## config.mk

```make
export PLATFORM = sky130hd
export DESIGN_NAME = pwr_clk_ctl
export DESIGN_NICKNAME = d
export VERILOG_FILES = /design/src/rtl/pwr_clk_ctl.sv
export SDC_FILE = /design/constraint.sdc
export NUM_CORES = 1
export LEC_CHECK = 0
export ABC_AREA = 1
export BUFFER_PORTS_ARGS = -buffer_cell sky130_fd_sc_hd__clkbuf_2
export CAP_MARGIN = 10
export CORE_UTILIZATION = 48
export DETAILED_ROUTE_END_ITERATION = 8
export MAX_ROUTING_LAYER = met4
export PLACE_DENSITY = 0.8
export SYNTH_ARGS = -nofsm -noshare
export SYNTH_HDL_FRONTEND = slang
export SYNTH_SLANG_ARGS = --single-unit
```

## constraint.sdc

```tcl
create_clock -name clk -period 1.4 [get_ports clk]
set_input_delay 0.21 -clock clk [delete_from_list [all_inputs] [get_ports clk]]
set_output_delay 0.21 -clock clk [all_outputs]
set_load 0.01 [all_outputs]
```

## src/rtl/pwr_clk_ctl.sv

```systemverilog
module pwr_clk_ctl #(
  parameter int XTAL_SETTLE = 512,
  parameter int RC_SETTLE   = 16
) (
  input  logic       clk,
  input  logic       rst_n,
  input  logic       halt_i,
  input  logic       wake_i,
  input  logic       osc_rc_i,
  input  logic       mode_wr_i,
  input  logic [4:0] mode_wdata_i,
  input  logic       ctrl_wr_i,
  input  logic       ctrl_wdata_i,
  output logic       cpu_clk_en_o,
  output logic       sys_clk_en_o,
  output logic       hs_osc_en_o,
  output logic [2:0] clk_sel_o,
  output logic       hs_ready_o,
  output logic [1:0] pwr_mode_o
);

  localparam int MAXS = (XTAL_SETTLE > RC_SETTLE) ? XTAL_SETTLE : RC_SETTLE;
  localparam int LW   = $clog2(MAXS + 1);

  typedef enum logic [1:0] {
    M_RUN   = 2'd0,
    M_SLEEP = 2'd1,
    M_IDLE0 = 2'd2,
    M_IDLE1 = 2'd3
  } mode_e;

  mode_e         mode_q;
  logic          hs_sel_q, idle_en_q, keep_clk_q;
  logic [2:0]    div_q;
  logic [LW-1:0] cnt_q, lim;
  logic          rdy_q;
  logic          use_hs, osc_on, clk_ok;

  always_ff @(posedge clk or negedge rst_n) begin
    if (!rst_n) begin
      hs_sel_q   <= 1'b1;
      idle_en_q  <= 1'b0;
      div_q      <= 3'd0;
      keep_clk_q <= 1'b0;
    end else begin
      if (mode_wr_i) begin
        hs_sel_q  <= mode_wdata_i[0];
        idle_en_q <= mode_wdata_i[1];
        div_q     <= mode_wdata_i[4:2];
      end
      if (ctrl_wr_i)
        keep_clk_q <= ctrl_wdata_i;
    end
  end

  always_ff @(posedge clk or negedge rst_n) begin
    if (!rst_n)
      mode_q <= M_RUN;
    else if (mode_q == M_RUN) begin
      if (halt_i)
        mode_q <= !idle_en_q ? M_SLEEP : (keep_clk_q ? M_IDLE1 : M_IDLE0);
    end else if (wake_i)
      mode_q <= M_RUN;
  end

  assign use_hs = hs_sel_q || (div_q < 3'd6);
  assign osc_on = use_hs && (mode_q == M_RUN || mode_q == M_IDLE1);
  assign lim    = osc_rc_i ? LW'(RC_SETTLE) : LW'(XTAL_SETTLE);

  always_ff @(posedge clk or negedge rst_n) begin
    if (!rst_n) begin
      cnt_q <= '0;
      rdy_q <= 1'b0;
    end else if (!osc_on) begin
      cnt_q <= '0;
      rdy_q <= 1'b0;
    end else if (!rdy_q) begin
      if (cnt_q == lim - LW'(1))
        rdy_q <= 1'b1;
      else
        cnt_q <= cnt_q + LW'(1);
    end
  end

  assign clk_ok       = !use_hs || rdy_q;
  assign hs_osc_en_o  = osc_on;
  assign hs_ready_o   = rdy_q && osc_on;
  assign cpu_clk_en_o = (mode_q == M_RUN) && clk_ok;
  assign sys_clk_en_o = (mode_q == M_RUN || mode_q == M_IDLE1) && clk_ok;
  assign clk_sel_o    = hs_sel_q ? 3'd0 : ((div_q >= 3'd6) ? 3'd7 : div_q + 3'd1);
  assign pwr_mode_o   = mode_q;

  AST_HALT_SLEEP: assert property (@(posedge clk) disable iff (!rst_n)
    (mode_q == M_RUN && halt_i && !idle_en_q) |=> (pwr_mode_o == 2'd1));
  AST_SLEEP_QUIET: assert property (@(posedge clk) disable iff (!rst_n)
    (pwr_mode_o == 2'd1) |-> (!sys_clk_en_o && !hs_osc_en_o && !hs_ready_o));
  AST_IDLE0_QUIET: assert property (@(posedge clk) disable iff (!rst_n)
    (pwr_mode_o == 2'd2) |-> (!sys_clk_en_o && !hs_ready_o));
  AST_CPU_RUN_ONLY: assert property (@(posedge clk) disable iff (!rst_n)
    cpu_clk_en_o |-> (pwr_mode_o == 2'd0));
  AST_WAIT_READY: assert property (@(posedge clk) disable iff (!rst_n)
    (use_hs && !hs_ready_o) |-> (!cpu_clk_en_o && !sys_clk_en_o));
  AST_WAKE_RUN: assert property (@(posedge clk) disable iff (!rst_n)
    (mode_q != M_RUN && wake_i) |=> (pwr_mode_o == 2'd0));
  AST_SUB_OSC_OFF: assert property (@(posedge clk) disable iff (!rst_n)
    (clk_sel_o == 3'd7) |-> (!hs_osc_en_o && !hs_ready_o));
  AST_READY_NEEDS_OSC: assert property (@(posedge clk) disable iff (!rst_n)
    $rose(rdy_q) |-> $past(osc_on));
  AST_LOWPWR_HOLD: assert property (@(posedge clk) disable iff (!rst_n)
    (mode_q != M_RUN && !wake_i) |=> $stable(pwr_mode_o));

endmodule

```

==> summary.md, run 1 <==
| Metric | Value |
|---|---|
| CTS tree | `built` |
| Post-DP HPWL | `1.748 mm` |
| Area growth, synth to finish | `38.27%` |
| Family with the most delay on the worst path | `flip-flops` |
| Synth area leaders | `dfrtp_1 39%, nand2_1 9.9%, inv_1 5.9%` |
| CP Data Arrival Time | `1.44 ns` |
| Final setup violation count | `17` |
| Port Buffers | `21` |
| Core box area | `2233 um^2` |
| Non-filler cells, final | `209` |
| Die area | `2576 um^2` |
| Mapped Nets | `156` |
| FMAX | `607.5 MHz` |
| WL/cell | `13.26 um` |
| Synthesized area per cell | `8.151 um^2` |
| Placed Area | `1320 um^2` |
| Setup CP Type | `register to primary output` |
| Initial core utilization | `0.5109` |
| Die W | `50.76 um` |
| RSZ-0062 raised after global routing | `yes` |
| Worst Path Max Fanout | `4` |
| Post-route ant nets | `0` |
| CP startpoint kind | `register` |
| Mapped cell area | `1141 um^2` |
| Drt first pass iters | `5` |
| Violated checks | `negative setup slack` |
| Worst-margin pin slew | `0.4813 ns` |
| Final hold vios | `0` |
| Worst hold path class | `input pin to register` |
| Die H | `50.76 um` |
| Layout cells sized above 1 | `0.4420` |
| Top_reg_cell synth | `dfrtp_1` |
| Max_cap viols | `0` |
| Area leader, netlist | `dfrtp_1` |
| Pre-CTS setup slack | `-0.05602 ns` |
| Nets | `198` |
| Peak supply drop | `1129 uV` |
| Critical path required time | `1.19 ns` |
| Initial antenna violation count | `0` |
| Slowest cell on the critical path | `dfrtp_1` |
| Post-Synthesis Cells | `140` |
| Slew Viols, Final | `0` |
| Period utilisation layout | `1.176` |
| Most frequent cell after synthesis | `nand2_1` |
| Setup Skew | `0.01443 ns` |
| Placed cell count | `192` |
| Worst-path clk slew | `0.12 ns` |
| Clock Root Buffer | `clkbuf_4` |
| Max incr delay on CP | `0.39 ns` |
| Worst slew margin | `0.6792` |
| Drt drc | `0` |
| Number of DRC markers in iteration 0 | `27` |
| CTS Buffer Depth | `2` |
| Worst path cell trace | `inv_2 > ha_4 > inv_4 > nand2_4 > inv_4 > buf_12 > buf_6` |
| Number of global-route vias before repair | `1,083` |
| Min cycle time layout | `1.646 ns` |
| Crit path capture type | `primary output` |
| Worst Path Buf+Inv | `5` |
| Most instantiated cells after synthesis | `30 x nand2_1, 18 x dfrtp_1, 18 x inv_1` |
| Final worst slack | `-0.2462 ns` |
| R2R setup slack | `-0.13 ns` |
| Num rows | `17` |
| Post-route cell area | `1578 um^2` |
| First-pass GRT wire length | `4.436 mm` |
| Total Routing Usage GR | `0.2392` |
| Latest clock arrival within the worst-skew pair | `0.31 ns` |
| Power density over cell area | `1375 nW/um^2` |
| H-tree Lvls | `1` |
| CTS sink count | `19` |
| Fin util | `0.7064` |
| IO Pins | `22` |
| Total number of vias | `1,104` |
| Sequential-to-total area share from yosys stat | `0.4178` |
| Crit path top cell by count | `inv_4` |
| DR vias/cell | `5.282` |
| Final RePlAce weighted congestion | `0.8137` |
| Status | `complete, but fails checks` |
| # diodes | `0` |
| Pin count of the biggest net entering global routing | `20` |
| Total CTS buffers | `3` |
| Post-synth cell types | `30` |
| Final wirelength | `2.772 mm` |
| Post-synth EDFFs | `0` |
| Grt ovf | `0` |
| Async S/R FF share, synth | `1.000` |
| YS warnings | `0` |
| Yosys reg bits | `19` |
| Synth top area share | `0.3947` |
| Leak | `0.7811 nW` |
sequential cells by signal, summed over array words and instances, names as in the netlist:
name / count
hs_sel_q: 1
div_q: 3
cnt_q: 10
pwr_mode_o: 2
keep_clk_q: 1
idle_en_q: 1
rdy_q: 1
metal layers:
layer | vias up | wire length, um | share of wire | GRT usage
met1 | 519 | 1144 | 0.41 | 0.2605
met5 | - | 0 | 0 | -
met2 | 35 | 1484 | 0.54 | 0.4422
li1 | 547 | - | - | -
met3 | 3 | 120 | 0.043 | 0.03636
met4 | 0 | 23 | 0.0083 | 0.07407
report_power, final:
part / internal (mW) / leakage (nW) / total [mW] / switching, mW
Combinational: 0.609 / 0.517 / 1.18 / 0.569
Clock: 0.107 / 0.0177 / 0.291 / 0.184
Sequential: 0.630 / 0.246 / 0.701 / 0.0705
final cells by class:
type / count / area [um^2]
flip-flops and latches: 19 / 476.7
well taps: 28 / 35.03
inverters: 19 / 76.32
multi-input cells: 102 / 699.4
clock inverters: 1 / 5.005
clock buffers: 3 / 22.52
fillers: 182 / 655.6
repair buffers: 37 / 262.8
worst reg2reg max path, stage by stage, from the launching register on:
cell	delay [ns]
dfrtp_1	0.42
inv_2	0.09
ha_4	0.21
inv_4	0.06
nand2_4	0.06
buf_4	0.14
nor2_4	0.13
nand2_8	0.12
nand2_8	0.11
nand2_1	0.05
o21ai_1	0.07
cells in the final DEF (no fill, tap or decap), drive strengths merged, types with 2 or more instances in the layout:
cell type  netlist  layout
nand2           38      41
clkbuf           1      21
inv             19      19
dfrtp           18      18
buf              2      18
o21ai           15      15
nand3           13      13
nor2            10      10
o21bai           4       4
nand4            3       3
mux2             3       3
ha               3       3
o22ai            2       2
or2              2       2
kinds of logic after synthesis:
kind of cell	count (synthesis)	synth area share
buffers and inverters	22	0.08771
muxes	3	0.02960
and+or+nand+nor	68	0.2961
DFF	19	0.4178
adders and majority gates	3	0.03290
AOI/OAI and AO/OA	25	0.1360
timing repair:
item,in CTS,in global routing
hold buffers,1,0
pin swaps,10,3
buffers inserted,8,3
cloned,1,2
gates resized for setup,25,11
setup endpoints to repair,16,16
hold endpoints to repair,18,0
path summary, 6_finish.rpt:
| check | startpoint | end | depth (start not counted) |
|---|---|---|---|
| worst min register to register | keep_clk_q$_DFFE_PN0P_ | keep_clk_q$_DFFE_PN0P_ | 1 |
| worst max-delay path | pwr_mode_o[0]$_DFFE_PN0P_ | hs_osc_en_o | 7 |
| worst min-delay path | mode_wdata_i[1] | idle_en_q$_DFFE_PN0P_ | 3 |
| max in group asynchronous | rst_n | hs_sel_q$_DFFE_PN1P_ | 2 |
| worst max register to register | pwr_mode_o[0]$_DFFE_PN0P_ | cnt_q[4]$_DFFE_PN0P_ | 10 |
| min in group asynchronous | rst_n | cnt_q[5]$_DFFE_PN0P_ | 2 |
per-stage QoR:
stage	power, mW	setup TNS, ns	hold WS (ns)
floorplan	1.164	-0.1358	-0.08559
global placement	1.472	-0.007395	0.1900
detailed placement	1.510	-0.4044	0.1913
CTS	2.097	-1.599	0.09100
global route	2.317	-3.511	0.1061
finish	2.170	-2.170	0.09485
(Power assumes the default switching activity.)
==> run 2, diff against run 1 <==
==> config.mk (replaced) <==
export PLATFORM = sky130hd
export DESIGN_NAME = pwr_clk_ctl
export DESIGN_NICKNAME = d
export VERILOG_FILES = /design/src/rtl/pwr_clk_ctl.sv
export SDC_FILE = /design/constraint.sdc
export NUM_CORES = 1
export LEC_CHECK = 0
export ABC_AREA = 1
export CAP_MARGIN = 10
export CORE_UTILIZATION = 55
export DETAILED_ROUTE_END_ITERATION = 8
export DONT_BUFFER_PORTS = 1
export MAX_ROUTING_LAYER = met4
export PLACE_DENSITY = 0.79
export SYNTH_ARGS = -nofsm -noshare
export SYNTH_HDL_FRONTEND = slang
export SYNTH_SLANG_ARGS = --single-unit
==> summary.md, run 2 (synthesis gave the netlist of run 1 again) <==
| Metric | Value |
|---|---|
| Hold_sp | `mode_wr_i` |
| Layout cells sized above 1 | `0.3434 (-0.09862)` |
| CTS Buffer Depth | `2 (unchanged)` |
| First-pass GRT wire length | `4.071 mm (-8.2%)` |
| Worst-path clk slew | `0.11 ns (about the same)` |
| Die H | `47.55 um (-6.3%)` |
| Die W | `47.55 um (-6.3%)` |
| CTS tree | `built` |
| Total Routing Usage GR | `0.2763 (+0.03718)` |
| Critical path required time | `1.19 ns (about the same)` |
| Worst slew margin | `0.4363 (-0.2428)` |
| Setup CP Type | `register to primary output` |
| Peak supply drop | `1382 uV (+22%)` |
| Final setup violation count | `17 (unchanged)` |
| Final wirelength | `2.870 mm (+3.5%)` |
| H-tree Lvls | `1 (unchanged)` |
| CP startpoint kind | `register` |
| FMAX | `648.3 MHz (+6.7%)` |
| Sw power | `0.8081 mW (-2.0%)` |
| Grt ovf | `0 (unchanged)` |
| Post-Route Hold Slack | `0.01437 ns (-0.08047 ns)` |
| Number of flip-flops in the largest register | `10 (unchanged)` |
| Worst hold endpoint | `idle_en_q$_DFFE_PN0P_` |
| Initial core utilization | `0.5816 (+0.07071)` |
| Final worst slack | `-0.1424 ns (+0.1038 ns)` |
| Placed cell count | `172 (-10%)` |
| Initial antenna violation count | `0 (unchanged)` |
| Status | `complete, but fails checks` |
| Setup Skew | `0.005257 ns (-0.009176 ns)` |
| Clock Power Share | `0.135 (about the same)` |
| WL/cell | `14.87 um (+12%)` |
| Post-route ant nets | `0 (unchanged)` |
| Clock Root Buffer | `clkbuf_4` |
| Final RePlAce weighted congestion | `0.7705 (-5.3%)` |
| Total number of vias | `1,042 (-5.6%)` |
| Port Buffers | `0 (-100%)` |
| DR vias/cell | `5.399 (+2.2%)` |
| Drt first pass iters | `5 (unchanged)` |
| Die area | `2261 um^2 (-12%)` |
| Sw Share | `0.3809 (+0.001058)` |
| Reg-to-reg critical path startpoint | `pwr_mode_o[1]$_DFFE_PN0P_` |
| Violated checks | `negative setup slack` |
| Total CTS buffers | `3 (unchanged)` |
| Pre-CTS setup slack | `-0.02168 ns (+0.03434 ns)` |
| Share of power burned in combinational logic | `0.534 (-0.009)` |
| Area growth, synth to finish | `30.92%` |
| RSZ-0062 raised after global routing | `yes` |
| IO Pins | `22 (unchanged)` |
| FF-to-FF path depth | `10 (unchanged)` |
| Worst hold path class | `input pin to register` |
| R2R setup slack | `-0.12 ns (about the same)` |
| R2r endpoint | `cnt_q[6]$_DFFE_PN0P_` |
| Crit path from | `pwr_mode_o[1]$_DFFE_PN0P_` |
| CTS sink count | `19 (unchanged)` |
| Post-route cell area | `1494 um^2 (-5.3%)` |
| Final hold vios | `0 (unchanged)` |
| Worst Hold Path Cells | `1 (-2)` |
| Latest clock arrival within the worst-skew pair | `0.31 ns (about the same)` |
| Sequential group share of total power | `0.331 (+0.008)` |
| CP Data Arrival Time | `1.33 ns (-0.11 ns)` |
| Crit path capture type | `primary output` |
| Core box area | `1962 um^2 (-12%)` |
| Post-DP HPWL | `1.654 mm (-5.4%)` |
| Drt drc | `0 (unchanged)` |
| Min cycle time layout | `1.542 ns (-0.1038 ns)` |
| Pin count of the biggest net entering global routing | `20 (unchanged)` |
| Pint | `1.313 mW (-2.4%)` |
| Reg with most FFs | `cnt_q` |
| Most common cell after layout, fill and taps aside | `nand2_1` |
| Worst Path Max Fanout | `4 (unchanged)` |
| Most frequent cells in the layout | `29 x nand2_1, 18 x dfrtp_1, 16 x buf_4` |
| Non-filler cells, final | `193 (-7.7%)` |
| Number of global-route vias before repair | `940 (-13%)` |
| Worst-margin pin slew | `0.8427 ns (+0.3614 ns)` |
| Placed Area | `1216 um^2 (-7.9%)` |
| Num rows | `16 (-1)` |
| Number of DRC markers in iteration 0 | `19 (-30%)` |
| Fin util | `0.7615 (+0.05504)` |
| Leak | `0.7168 nW (-8.2%)` |
| Power density over cell area | `1420 nW/um^2 (+3.3%)` |
| Period utilisation layout | `1.102 (-0.07415)` |
| Nets | `183 (-7.6%)` |
| Max_cap viols | `0 (unchanged)` |
| # diodes | `0 (unchanged)` |
| Slew Viols, Final | `0 (unchanged)` |
==> run 2: stage by stage <==
step	TNS, ns	total power [mW]
after global routing	-2.582	2.234
final	-1.547	2.122
after floorplan	-0.1358	1.164
after detailed placement	-0.03166	1.407
after global placement	0	1.380
after CTS	-1.587	1.943
==> run 2: power groups by stage <==
stage / clock (mW) / combinational (mW) / sequential (mW)
final: 0.286 / 1.13 / 0.702
after global routing: 0.320 / 1.20 / 0.711
after CTS: 0.293 / 0.959 / 0.691
after detailed placement: 0 / 0.705 / 0.702
after global placement: 0 / 0.685 / 0.695
after floorplan: 0 / 0.444 / 0.719
==> run 2: worst max path at each step <==
| stage | to | slack, ns | cells past startpoint |
|---|---|---|---|
| floorplan | cnt_q[6]$_DFFE_PN0P_ | -0.03 | 9 |
| global placement | cnt_q[5]$_DFFE_PN0P_ | 0.04 | 8 |
| detailed placement | cnt_q[5]$_DFFE_PN0P_ | -0.02 | 8 |
| CTS | hs_ready_o | -0.17 | 7 |
| global route | hs_ready_o | -0.20 | 7 |
| finish | hs_osc_en_o | -0.14 | 6 |
==> run 2: routing by layer <==
layer | track usage | up-vias | part of all wire
li1 | - | 515 | -
met4 | 0.1111 | 0 | 0.022
met1 | 0.3184 | 480 | 0.37
met3 | 0.04906 | 7 | 0.047
met5 | - | - | 0
met2 | 0.4740 | 40 | 0.56
==> run 2: critical path, stage by stage, from the launching register on <==
cell and delay (ns):
dfrtp_1 0.40, inv_2 0.09, ha_4 0.21, inv_2 0.06, nand2_4 0.05, inv_4 0.08, buf_6 0.11
==> run 2: final cells by class <==
| type | instances | area [um^2] |
|---|---|---|
| multi-input combinational | 102 | 696.9 |
| sequential | 19 | 476.7 |
| fill | 140 | 467.9 |
| timing repair buffer | 22 | 182.7 |
| inverter | 19 | 76.32 |
| tap | 27 | 33.78 |
| clock buffer | 3 | 22.52 |
| clock inverter | 1 | 5.005 |
==> run 2: timing repair <==
item,in CTS,in global routing
resized for setup,18,8
hold buffers,2,2
hold endpoints to repair,20,1
gates cloned,3,0
setup endpoints to repair,17,18
setup buffers,9,1
pin swaps,6,1
==> run 3, diff against run 2 <==
--- a/config.mk
+++ b/config.mk
@@ -7,11 +7,10 @@
 export LEC_CHECK = 0
 export ABC_AREA = 1
 export CAP_MARGIN = 10
-export CORE_UTILIZATION = 55
+export CORE_UTILIZATION = 60
 export DETAILED_ROUTE_END_ITERATION = 8
 export DONT_BUFFER_PORTS = 1
-export MAX_ROUTING_LAYER = met4
-export PLACE_DENSITY = 0.79
+export PLACE_DENSITY = 0.82
 export SYNTH_ARGS = -nofsm -noshare
 export SYNTH_HDL_FRONTEND = slang
 export SYNTH_SLANG_ARGS = --single-unit
==> constraint.sdc (replaced) <==
create_clock -name clk -period 1.51 [get_ports clk]
set_input_delay 0.2265 -clock clk [delete_from_list [all_inputs] [get_ports clk]]
set_output_delay 0.2265 -clock clk [all_outputs]
set_load 0.01 [all_outputs]
==> summary.md, run 3 (synthesis gave the netlist of run 1 again) <==
| Metric | Value |
|---|---|
| Status | `complete, but fails checks` |
| Violated checks | `negative setup slack` |
| Total Power | `1.973 mW (-7.0%)` |
| FMAX | `640.8 MHz` |
| Core box area | `1745 um^2 (-11%)` |
| Final wirelength | `2.716 mm (-5.4%)` |
| Die W | `45.61 um (-4.1%)` |
| Total CTS buffers | `3 (unchanged)` |
| # diodes | `0 (unchanged)` |
| Reg with most FFs | `cnt_q` |
| Family with the most delay on the worst path | `flip-flops` |
| Min cycle time layout | `1.561 ns` |
| Critical path required time | `1.28 ns (+0.09 ns)` |
| Die H | `45.61 um (-4.1%)` |
| Final RePlAce weighted congestion | `0.8580 (+11%)` |
| Area growth, synth to finish | `21.16%` |
| Worst hold path class | `input pin to register` |
| IO Pins | `22 (unchanged)` |
| R2R setup slack | `-0.02 ns (+0.10 ns)` |
| H-tree Lvls | `1 (unchanged)` |
| Slew Viols, Final | `0 (unchanged)` |
| Num rows | `15 (-1)` |
| Max incr delay on CP | `0.55 ns (+0.15 ns)` |
| CP startpoint kind | `register` |
| Pre-CTS setup slack | `0.05056 ns (+0.07224 ns)` |
| Worst-margin pin slew | `0.8470 ns (+0.004278 ns)` |
| Reg-to-reg critical path startpoint | `hs_sel_q$_DFFE_PN1P_` |
| Nets | `172 (-6.0%)` |
| R2r endpoint | `cnt_q[9]$_DFFE_PN0P_` |
| Grt ovf | `0 (unchanged)` |
| Worst path cell trace | `inv_1 > nand3_2 > nand2_4 > inv_4 > nand2_4 > inv_4` |
| Leak | `0.6785 nW (-5.3%)` |
| Number of DRC markers in iteration 0 | `34 (+15)` |
| Drt first pass iters | `4 (-1)` |
| FF-to-FF path depth | `8 (-2)` |
| Peak supply drop | `1149 uV (-17%)` |
| Crit path capture type | `primary output` |
| Number of global-route vias before repair | `878 (-6.6%)` |
| Power density over cell area | `1427 nW/um^2 (+0.47%)` |
| Setup TNS Final | `-0.1203 ns (+1.427 ns)` |
| Worst slew margin | `0.4335 (-0.002861)` |
| Layout cells sized above 1 | `0.2968 (-0.04660)` |
| Number of flip-flops in the largest register | `10 (unchanged)` |
| CTS Buffer Depth | `2 (unchanged)` |
| Final hold vios | `0 (unchanged)` |
| Total Routing Usage GR | `0.2609 (-0.01547)` |
| Pin count of the biggest net entering global routing | `20 (unchanged)` |
| Post-Route Hold Slack | `0.02123 ns (+0.006855 ns)` |
| Max_cap viols | `0 (unchanged)` |
| Worst-path clk slew | `0.12 ns (about the same)` |
| Slowest cell on the critical path | `dfstp_2` |
| Die area | `2080 um^2 (-8.0%)` |
| CP Data Arrival Time | `1.33 ns (about the same)` |
| Port Buffers | `0 (unchanged)` |
| Crit path from | `hs_sel_q$_DFFE_PN1P_` |
| CP Depth | `6 (unchanged)` |
| Final worst slack | `-0.05057 ns (+0.09184 ns)` |
| Final setup violation count | `6 (-11)` |
| Worst Path Max Fanout | `5 (+1)` |
| DR vias/cell | `5.817 (+7.7%)` |
| Post-DP HPWL | `1.615 mm (-2.4%)` |
| Initial core utilization | `0.6538 (+0.07213)` |
| Total number of vias | `1,047 (+0.48%)` |
| Drt drc | `0 (unchanged)` |
| Setup Skew | `0.001903 ns (-0.003354 ns)` |
| Latest clock arrival within the worst-skew pair | `0.29 ns (-0.02 ns)` |
| CTS sink count | `19 (unchanged)` |
| Setup crit end | `hs_ready_o` |
| Period utilisation layout | `1.033` |
| WL/cell | `15.09 um (+1.5%)` |
| RSZ-0062 raised after global routing | `yes` |
| Most common cell after layout, fill and taps aside | `nand2_1` |
| Worst Path Buf+Inv | `3 (-1)` |
| First-pass GRT wire length | `3.877 mm (-4.8%)` |
| Clock Root Buffer | `clkbuf_4` |
| Filler Cells Inserted | `117 (-16%)` |
| Setup CP Type | `register to primary output` |
| CTS tree | `built` |
| Initial antenna violation count | `0 (unchanged)` |
| Most frequent cells in the layout | `29 x nand2_1, 18 x dfrtp_1, 14 x inv_1` |
| Post-route ant nets | `0 (unchanged)` |
==> run 3: changes by cell type in the layout (fill, tap and decap cells not counted), sizes merged <==
cell / before / now
buf: 18 / 9
bufbuf: 0 / 1
dlygate4sd3: 4 / 2
nand2: 41 / 40
==> run 3: worst min-delay path by stage <==
stage / slack, ns / startpoint / end / cells after the start
final: 0.02 / mode_wr_i / hs_sel_q$_DFFE_PN1P_ / 2
after global routing: 0.02 / mode_wr_i / idle_en_q$_DFFE_PN0P_ / 1
after CTS: 0.03 / mode_wr_i / hs_sel_q$_DFFE_PN1P_ / 2
after detailed placement: -0.07 / rst_n / cnt_q[4]$_DFFE_PN0P_ / 0
after global placement: -0.07 / rst_n / cnt_q[4]$_DFFE_PN0P_ / 0
after floorplan: -0.07 / rst_n / cnt_q[0]$_DFFE_PN0P_ / 0
==> run 3: what timing repair did <==
item | 4_1_cts | 5_1_grt
cloned | 1 | 2
hold buffers | 2 | 0
endpoints found under the hold margin | 20 | 0
gates resized for setup | 10 | 7
buffers inserted | 5 | 0
endpoints found under the setup margin | 4 | 16
pin swaps | 2 | 4
==> run 3: per-layer routing <==
| metal | vias to the layer above | GRT usage | share of wire |
|---|---|---|---|
| met5 | - | 0 | 0 |
| met4 | 0 | 0.04848 | 0.025 |
| met3 | 9 | 0.04762 | 0.072 |
| met2 | 53 | 0.4800 | 0.52 |
| met1 | 495 | 0.3147 | 0.38 |
| li1 | 490 | - | - |
==> run 3: layout make-up <==
type                            instances  area, um^2  share of cell area
Inverter                               19       76.32             0.05520
Timing Repair Buffer                   12       132.6             0.09593
Tap cell                               25       31.28             0.02262
Sequential cell                        19       476.7              0.3448
Clock buffer                            3       22.52             0.01629
Clock inverter                          1       5.005            0.003620
Multi-Input combinational cell        101       638.1              0.4615
==> run 3: stage by stage <==
stage | cell area (um^2) | std cells | util
final | 1383 | 180 | 0.7921
after CTS | 1334 | 178 | 0.7642
after floorplan | 1141 | 140 | -
after global routing | 1383 | 180 | 0.7921
after global placement | 1186 | 166 | 0.6796
after detailed placement | 1186 | 166 | 0.6796
==> run 3: power by group <==
| group | leakage, nW | total, mW | switching (mW) | internal, mW |
|---|---|---|---|---|
| combinational | 0.414 | 1.05 | 0.460 | 0.589 |
| sequential | 0.246 | 0.657 | 0.0731 | 0.584 |
| clock | 0.0177 | 0.266 | 0.167 | 0.0984 |
